[config.mk]
export PLATFORM = sky130hd
export DESIGN_NAME = xwa_top
export DESIGN_NICKNAME = d
export VERILOG_FILES = /design/src/rtl/xwa_pkg.sv /design/src/rtl/xwa_piece_plan.sv /design/src/rtl/xwa_lane_sel.sv /design/src/rtl/xwa_rd_pack.sv /design/src/rtl/xwa_top.sv
export SDC_FILE = /design/constraint.sdc
export NUM_CORES = 1
export LEC_CHECK = 0
export BUFFER_PORTS_ARGS = -buffer_cell sky130_fd_sc_hd__buf_2
export CORE_UTILIZATION = 56
export DETAILED_ROUTE_END_ITERATION = 16
export PLACE_DENSITY = 0.86
export RECOVER_POWER = 25
export SKIP_CTS_REPAIR_TIMING = 1
export SYNTH_ARGS = -nofsm -noshare
export SYNTH_HDL_FRONTEND = slang
export SYNTH_SLANG_ARGS = --single-unit
[constraint.sdc]
create_clock -name clk -period 4.65 [get_ports clk]
set_input_delay 0.2325 -clock clk [delete_from_list [all_inputs] [get_ports clk]]
set_output_delay 0.2325 -clock clk [all_outputs]
set_load 0.02 [all_outputs]
[src/rtl/xwa_pkg.sv]
package xwa_pkg;
  localparam int DW = 32;
  localparam int EW = 16;

  typedef enum logic [1:0] {
    SZ_BYTE = 2'd0,
    SZ_HALF = 2'd1,
    SZ_WORD = 2'd2,
    SZ_WALT = 2'd3
  } size_e;

  typedef enum logic [1:0] {
    ST_IDLE  = 2'd0,
    ST_ISSUE = 2'd1,
    ST_GAP   = 2'd2,
    ST_RESP  = 2'd3
  } state_e;
endpackage

[src/rtl/xwa_piece_plan.sv]
// Per-piece plan: number of pieces, external address, upper lane use.
module xwa_piece_plan
  import xwa_pkg::*;
#(
  parameter int AW = 16
) (
  input  logic [1:0]    size,
  input  logic          wide,
  input  logic [AW-1:0] base,
  input  logic [1:0]    idx,
  output logic [1:0]    last,
  output logic [AW-1:0] ext_addr,
  output logic          hi_en
);
  logic [AW-1:0] byte_addr;

  always_comb begin
    case (size_e'(size))
      SZ_BYTE: last = 2'd0;
      SZ_HALF: last = wide ? 2'd0 : 2'd1;
      default: last = wide ? 2'd1 : 2'd3;
    endcase
    byte_addr = base + (wide ? AW'({idx, 1'b0}) : AW'(idx));
    ext_addr  = wide ? (byte_addr >> 1) : byte_addr;
    hi_en     = wide && (size_e'(size) != SZ_BYTE);
  end
endmodule

[src/rtl/xwa_lane_sel.sv]
// Selects the write data lane for the current piece.
module xwa_lane_sel
  import xwa_pkg::*;
(
  input  logic [DW-1:0] wdata,
  input  logic [1:0]    idx,
  input  logic          wide,
  input  logic          hi_en,
  output logic [EW-1:0] lane
);
  logic [DW-1:0] shifted;

  always_comb begin
    if (wide) shifted = wdata >> {idx, 4'b0000};
    else      shifted = wdata >> {idx, 3'b000};
    lane = hi_en ? shifted[EW-1:0] : {8'h00, shifted[7:0]};
  end
endmodule

[src/rtl/xwa_rd_pack.sv]
// Packs returned read pieces into one word, one byte slot per generate lane.
module xwa_rd_pack
  import xwa_pkg::*;
(
  input  logic          clk,
  input  logic          rst,
  input  logic          clr,
  input  logic          cap,
  input  logic [1:0]    idx,
  input  logic          wide,
  input  logic          hi_en,
  input  logic [EW-1:0] piece,
  output logic [DW-1:0] word
);
  localparam int NB = DW / 8;

  for (genvar j = 0; j < NB; j++) begin : g_slot
    logic       hit;
    logic [7:0] src;
    logic [7:0] slot_q;

    always_comb begin
      if (wide) begin
        hit = hi_en ? (idx == 2'(j / 2)) : (j == 0);
        src = piece[8*(j%2) +: 8];
      end else begin
        hit = (idx == 2'(j));
        src = piece[7:0];
      end
    end

    always_ff @(posedge clk) begin
      if (rst || clr)      slot_q <= 8'h00;
      else if (cap && hit) slot_q <= src;
    end

    assign word[8*j +: 8] = slot_q;
  end
endmodule

[src/rtl/xwa_top.sv]
// Splits internal accesses into narrow external sub-cycles and packs reads.
module xwa_top
  import xwa_pkg::*;
#(
  parameter int AW    = 16,
  parameter int NBANK = 4
) (
  input  logic             clk,
  input  logic             rst,
  input  logic             bus16,
  input  logic [NBANK-1:0] wp_mask,
  input  logic             req_valid,
  output logic             req_ready,
  input  logic             req_write,
  input  logic [1:0]       req_size,
  input  logic [AW-1:0]    req_addr,
  input  logic [DW-1:0]    req_wdata,
  output logic             rsp_valid,
  output logic             rsp_err,
  output logic [DW-1:0]    rsp_rdata,
  output logic             cyc_req,
  output logic             cyc_write,
  output logic [AW-1:0]    cyc_addr,
  output logic [EW-1:0]    cyc_wdata,
  output logic             cyc_hi_en,
  output logic [NBANK-1:0] cyc_cs_n,
  input  logic             cyc_done,
  input  logic [EW-1:0]    cyc_rdata
);
  localparam int BW = $clog2(NBANK);

  state_e           st;
  logic             wr_q, w16_q, req_q, rspv_q, err_q;
  logic [1:0]       size_q, idx_q, last_idx;
  logic [AW-1:0]    addr_q;
  logic [DW-1:0]    wdata_q;
  logic [BW-1:0]    bank_q, bank_in;
  logic [NBANK-1:0] csn_q;

  function automatic logic [NBANK-1:0] cs_pattern(input logic [BW-1:0] b);
    return ~(NBANK'(1) << b);
  endfunction

  assign bank_in = req_addr[AW-1 -: BW];

  always_ff @(posedge clk) begin
    if (rst) begin
      st      <= ST_IDLE;
      req_q   <= 1'b0;
      csn_q   <= '1;
      rspv_q  <= 1'b0;
      err_q   <= 1'b0;
      idx_q   <= 2'd0;
      wr_q    <= 1'b0;
      w16_q   <= 1'b0;
      size_q  <= 2'd0;
      addr_q  <= '0;
      wdata_q <= '0;
      bank_q  <= '0;
    end else begin
      case (st)
        ST_IDLE: if (req_valid) begin
          wr_q    <= req_write;
          w16_q   <= bus16;
          size_q  <= req_size;
          addr_q  <= req_addr;
          wdata_q <= req_wdata;
          bank_q  <= bank_in;
          idx_q   <= 2'd0;
          if (req_write && wp_mask[bank_in]) begin
            st     <= ST_RESP;
            rspv_q <= 1'b1;
            err_q  <= 1'b1;
          end else begin
            st    <= ST_ISSUE;
            req_q <= 1'b1;
            csn_q <= cs_pattern(bank_in);
          end
        end
        ST_ISSUE: if (cyc_done) begin
          req_q <= 1'b0;
          if (idx_q == last_idx) begin
            st     <= ST_RESP;
            rspv_q <= 1'b1;
            csn_q  <= '1;
          end else begin
            st    <= ST_GAP;
            idx_q <= idx_q + 2'd1;
            if (!wr_q) csn_q <= '1;
          end
        end
        ST_GAP: begin
          st    <= ST_ISSUE;
          req_q <= 1'b1;
          csn_q <= cs_pattern(bank_q);
        end
        default: begin
          st     <= ST_IDLE;
          rspv_q <= 1'b0;
          err_q  <= 1'b0;
        end
      endcase
    end
  end

  xwa_piece_plan #(.AW(AW)) plan_i (
    .size(size_q), .wide(w16_q), .base(addr_q), .idx(idx_q),
    .last(last_idx), .ext_addr(cyc_addr), .hi_en(cyc_hi_en)
  );

  xwa_lane_sel lane_i (
    .wdata(wdata_q), .idx(idx_q), .wide(w16_q), .hi_en(cyc_hi_en),
    .lane(cyc_wdata)
  );

  xwa_rd_pack pack_i (
    .clk(clk), .rst(rst),
    .clr((st == ST_IDLE) && req_valid),
    .cap((st == ST_ISSUE) && cyc_done && !wr_q),
    .idx(idx_q), .wide(w16_q), .hi_en(cyc_hi_en),
    .piece(cyc_rdata), .word(rsp_rdata)
  );

  assign req_ready = (st == ST_IDLE);
  assign rsp_valid = rspv_q;
  assign rsp_err   = err_q;
  assign cyc_req   = req_q;
  assign cyc_write = wr_q;
  assign cyc_cs_n  = csn_q;
endmodule

==> results of run 1 <==
-- state kept, by name (all words and copies together), names as in the netlist --
| name | cells |
|---|---|
| addr_q | 15 |
| bank_q | 1 |
| cyc_cs_n | 4 |
| cyc_req | 1 |
| cyc_write | 1 |
| idx_q | 2 |
| pack_i.g_slot.slot_q | 32 |
| rsp_err | 1 |
| rsp_valid | 1 |
| size_q | 2 |
| st | 2 |
| w16_q | 1 |
| wdata_q | 32 |
-- power by group --
group / switching, W / total, W / internal [W]
Clock: 0.000312 / 0.000584 / 0.000272
Combinational: 0.000621 / 0.000953 / 0.000332
Sequential: 0.000111 / 0.00104 / 0.000930
-- cell families (layout without fill, tap and decap cells) --
kind of cell               after synthesis  count (layout)
and+or+nand+nor                        250             250
AOI/OAI and AO/OA                      183             183
DFF                                     95              95
buffers and inverters                   57             181
muxes                                   41              41
adders and majority gates               12              12
xor gates and xnor gates                 8               8
other                                    0               1
-- final cells by class --
class                   count  area [um2]
multi-input cells         494        2821
fillers                   755        2539
flip-flops and latches     95        1903
repair buffers            153       724.4
clock buffers              10       137.6
well taps                 105       131.4
clock inverters             6       77.57
inverters                  12       45.04
diodes                      1       2.502
-- final timing paths --
| check | end | slack, ns |
|---|---|---|
| setup / recovery | cyc_addr[5] | 1.01 |
| hold reg to reg | addr_q[0]$_SDFFE_PP0P_ | 0.47 |
| hold / removal | wdata_q[5]$_SDFFE_PP0P_ | 0.09 |
| setup reg to reg | pack_i.g_slot[1].slot_q[1]$_SDFFE_PP0P_ | 2.15 |
-- metal layers --
metal | vias to the layer above | share of wire [%] | wire, um | global-route usage [%]
li1 | 2501 | - | - | -
met1 | 2373 | 43 | 5861 | 37.20
met2 | 211 | 49 | 6559 | 49.82
met3 | 27 | 5.9 | 803 | 4.818
met4 | 0 | 2.2 | 292 | 12.19
met5 | - | 0 | 0 | 0
-- metrics by stage --
stage | worst slack [ns] | instance area, um2 | hold WS (ns) | cells | total power [W]
after floorplan | 1.813 | 4943 | 0.3685 | 646 | 0.001738
after global placement | 1.568 | 5677 | 0.4454 | 859 | 0.001968
after detailed placement | 1.464 | 5677 | 0.4520 | 859 | 0.002002
after CTS | 1.051 | 5892 | 0.08896 | 875 | 0.002580
after global routing | 0.7414 | 5841 | 0.08642 | 875 | 0.002732
final | 1.007 | 5843 | 0.09142 | 876 | 0.002578
-- critical path, stage by stage, from the launching register on --
cell	delay, ns
dfxtp_1	0.99
inv_1	0.30
nor2_1	0.19
ha_1	0.31
a21oi_1	0.39
a21oi_1	0.19
a31o_2	0.25
a211oi_1	0.21
buf_2	0.20
-- Yosys cell counts (2+ instances only) --
cell type	instances	area share (%)
clkbuf_1	28	2.1
nand2b_1	3	0.38
nand2_1	132	10
o22ai_1	15	1.9
o311a_1	2	0.40
ha_1	11	2.8
and2_1	2	0.25
buf_2	10	1.0
nor3_1	3	0.30
nor2_1	85	6.5
mux2i_1	40	8.1
a211o_1	2	0.35
or2_2	2	0.25
o21ai_0	12	1.2
a21o_1	5	0.76
xor2_1	5	0.89
a22oi_1	19	2.9
nand3_1	9	0.91
a31oi_1	6	0.76
a32oi_1	4	0.71
inv_1	10	0.76
buf_1	6	0.46
and3_1	4	0.51
xnor2_1	3	0.53
a211oi_1	21	3.2
o41ai_1	2	0.35
dfxtp_1	95	38
a21oi_1	83	8.4
==> run metrics, run 1 <==
Max rail drop VDD=245.7 uV; initial drt markers=315; sequential fraction of the synthesis area=38.47%; chip width=95.96 um; CTS root buf=clkbuf_8; Fin Setup TNS=0 ns; average size of a mapped cell=7.652 um2; Syn Nets=734; first-pass GRT wire length=21270 um; final wirelength=13520 um; hold_sp=req_wdata[5]; Synth cell types=55; LEAKAGE=2.367 nW; Max Clock Freq=274.5 MHz; CP Capture Type=output port; core region area=8382 um2; Pre-antenna DRT Iters=5; Cell Pwr Density=441.2 nW/um2; Fin. Hold Viols=0; share of cells above drive strength 1=18.18%; Vias/cell=5.836; main flop type after synthesis=dfxtp_1; Initial Util=58.98%; clk_lat worst skew=0.37 ns; Layout Nets=853; Post-DP HPWL=9530 um; worst slew pin tran=1.197 ns; Post-Synth Simple-Gate Area=20.58%; Crit Path Class=register to output port; Area Overhead vs Synth=18.20%; Hold Path Class=input port to register; Clock Sinks=95; die area=9207 um2; vias in the first global route=4734; Wirelength per Cell=15.43 um; drc violations=0; GRT Overall Usage=29.46%; Req. time, crit path=4.42 ns; mapped cell area=4943 um2; xor and xnor area share after synthesis=1.417%; FF-to-FF path depth=6; Clock transition at path regs=0.10 ns; Finished Core Util=69.71%; max-cap viol count=0; Port Buffers=149; final antenna-violating net count=0; status=finished clean; CTS Buf Count=9; post-synthesis compound-gate area fraction=23.41%; post-synthesis mux area share=8.327%; gpl congestion=0.8538; global route total overflow=0; CP arrival=3.41 ns; largest net degree at the start of global routing=69; Slew headroom=20.01%; # H-tree levels=3; adder-cell area share of the yosys netlist=3.189%; RSZ-0062 raised after global routing=false; CP max FO=25; most common cell after layout, fill and taps aside=nand2_1; antenna violations before repair=0; Final period util=78.34%; r2r startpoint=st[0]$_SDFFE_PP0P_; num ports=150; Slew Limit Fails=0; cells after synthesis=646; Post-synth EDFFs=0; largest family of logic cells by synthesized area=compound AO/OA/AOI/OAI gates; commonest non-fill, non-tap cells in the layout=132 x nand2_1, 108 x buf_2, 94 x dfxtp_1; Die H=95.96 um; FFs w/ async S/R, synth=0%; critical path launch point type=register; Yosys reg bits=95; clk buf depth=2; TritonCTS clock tree=done; FP Rows=33; via count=5112; Warnings, synthesis=0; worst setup path startpoint=idx_q[1]$_SDFFE_PP0P_; Worst Skew=0.02338 ns; hold-critical path depth=3; Final Critical Period=3.643 ns; endpoints failing setup=0
Power figures use the tool's default switching activity.
==> inputs of run 2 (changes only) <==
--- a/config.mk
+++ b/config.mk
@@ -6,9 +6,9 @@
 export NUM_CORES = 1
 export LEC_CHECK = 0
 export BUFFER_PORTS_ARGS = -buffer_cell sky130_fd_sc_hd__buf_2
-export CORE_UTILIZATION = 56
+export CORE_UTILIZATION = 52
 export DETAILED_ROUTE_END_ITERATION = 16
-export PLACE_DENSITY = 0.86
+export PLACE_DENSITY = 0.81
 export RECOVER_POWER = 25
 export SKIP_CTS_REPAIR_TIMING = 1
 export SYNTH_ARGS = -nofsm -noshare
==> constraint.sdc (replaced) <==
create_clock -name clk -period 3.7 [get_ports clk]
set_input_delay 0.185 -clock clk [delete_from_list [all_inputs] [get_ports clk]]
set_output_delay 0.185 -clock clk [all_outputs]
set_load 0.02 [all_outputs]
==> run 2 against run 1 <==
Compared with the run above:
- non-clock buffer count is 2 higher
- clock power is 14% higher
- flip-flop and latch count stayed put
- critical endpoint is now cyc_addr[7]
- power is 23% higher
==> run metrics, run 2 (synthesis results as in run 1) <==
# H-tree levels=3; gpl congestion=0.9707; GR peak layer=met2; Slew headroom=26.93%; FP Rows=35; Wirelength per Cell=15.16 um; chip width=99.50 um; Clock Sinks=95; final wirelength=13660 um; Slew Limit Fails=0; LEAKAGE=2.363 nW; Die H=99.50 um; critical path launch point type=register; Max Clock Freq=308.2 MHz; CP max FO=58; DP Worst Slack=0.8830 ns; largest net degree at the start of global routing=68; antenna violations before repair=0; Fin Setup TNS=0 ns; endpoints failing setup=0; Cell Pwr Density=540.9 nW/um2; commonest non-fill, non-tap cells in the layout=132 x nand2_1, 108 x buf_2, 94 x dfxtp_1; GR Util met1=35.52%; global route total overflow=0; Area Overhead vs Synth=18.55%; most common cell after layout, fill and taps aside=nand2_1; Post-DP HPWL=9955 um; max incr delay on CP=0.51 ns; critical-path cell list=buf_4 -> nor2_1 -> ha_1 -> fa_1 -> a21oi_1 -> nor2_1 -> a211o_1 -> o311a_1 -> buf_2; Crit path max-delay family=compound AO/OA/AOI/OAI gates; CP Capture Type=output port; hold_sp=req_addr[8]; TritonCTS clock tree=done; RSZ-0062 raised after global routing=false; Top Registers=pack_i.g_slot.slot_q (32), wdata_q (32), addr_q (15); M3 GR Usage=5.130%; GRT Overall Usage=27.63%; worst slew pin tran=1.093 ns; Pre-antenna DRT Iters=5; initial drt markers=442; Buf/Inv on CP=2; diodes inserted=0; die area=9900 um2; share of cells above drive strength 1=18.39%; Port Buffers=149; core region area=9240 um2; CTS root buf=clkbuf_8; filler instances=847; clk_lat worst skew=0.37 ns; CP arrival=3.06 ns; Final WS setup=0.4556 ns; drc violations=0; Initial Util=53.50%; routing usage on met2=45.51%; CTS Buf Count=9; Final period util=87.69%; Vias/cell=5.736; worst setup path startpoint=w16_q$_SDFFE_PP0P_; Most common cell on crit path=nor2_1; Worst Skew=0.01331 ns; Clock transition at path regs=0.11 ns; Max rail drop VDD=280.0 uV; vias in the first global route=4695; num ports=150; r2r startpoint=st[0]$_SDFFE_PP0P_; Crit Path Class=register to output port; Final Critical Period=3.244 ns; max-cap viol count=0; Critical-path top delay cell=buf_4; Fin. Hold Viols=0; via count=5168; final antenna-violating net count=0; Hold Path Class=input port to register; first-pass GRT wire length=22070 um; clk buf depth=2; Layout Nets=855; Req. time, crit path=3.51 ns; status=finished clean
run 2: changes by cell type in the layout (fill, tap and decap cells not counted):
cell        change
buf_4           +2
bufinv_16       -1
clkbuf_8        -1
clkinvlp_4      +1
diode_2         -1
inv_8           +1
run 2: power by group:
group,switching (W),total (W),internal [W]
clock network,0.000405,0.000665,0.000260
logic,0.000774,0.00119,0.000419
registers,0.000143,0.00131,0.00117
run 2: metrics by stage:
stage                     hold slack (ns)  utilization [%]  power (W)  instances  area, um2
final                             0.03992            63.43   0.003170        901       5861
after global routing              0.03208            63.43   0.003369        901       5861
after CTS                         0.03043            63.98   0.003183        901       5912
after detailed placement           0.4312            61.92   0.002532        885       5722
after global placement             0.4272            61.92   0.002495        885       5722
after floorplan                    0.3210                -   0.002184        646       4943
run 2: cell type report:
cell class / count / area [um2] / share of cell area (%)
tap: 129 / 161.4 / 2.754
inverter: 12 / 45.04 / 0.7686
clock inverter: 7 / 66.31 / 1.132
clock buffer: 9 / 123.9 / 2.114
sequential: 95 / 1903 / 32.47
timing repair buffer: 155 / 739.5 / 12.62
multi-input combinational: 494 / 2821 / 48.14
run 2: routing by layer:
metal  part of all wire (%)  vias to the layer above
met3                    7.4                       43
met1                     42                     2385
li1                       -                     2496
met5                      0                        -
met4                    2.8                        0
met2                     48                      244
run 2: worst reg2reg max path: stages (launching register included):
cell      delay, ns
dfxtp_1        0.44
ha_1           0.43
inv_1          0.13
or3_1          0.49
nor2_2         0.55
nor2_1         0.11
a211oi_1       0.25
run 2: path summary, 6_finish.rpt:
kind                                        endpoint  slack, ns  cells past startpoint
min reg2reg                  wdata_q[7]$_SDFFE_PP0P_       0.46                      2
min                           addr_q[8]$_SDFFE_PP0P_       0.04                      3
max                                      cyc_addr[7]       0.46                      9
max reg2reg  pack_i.g_slot[1].slot_q[7]$_SDFFE_PP0P_       1.17                      6
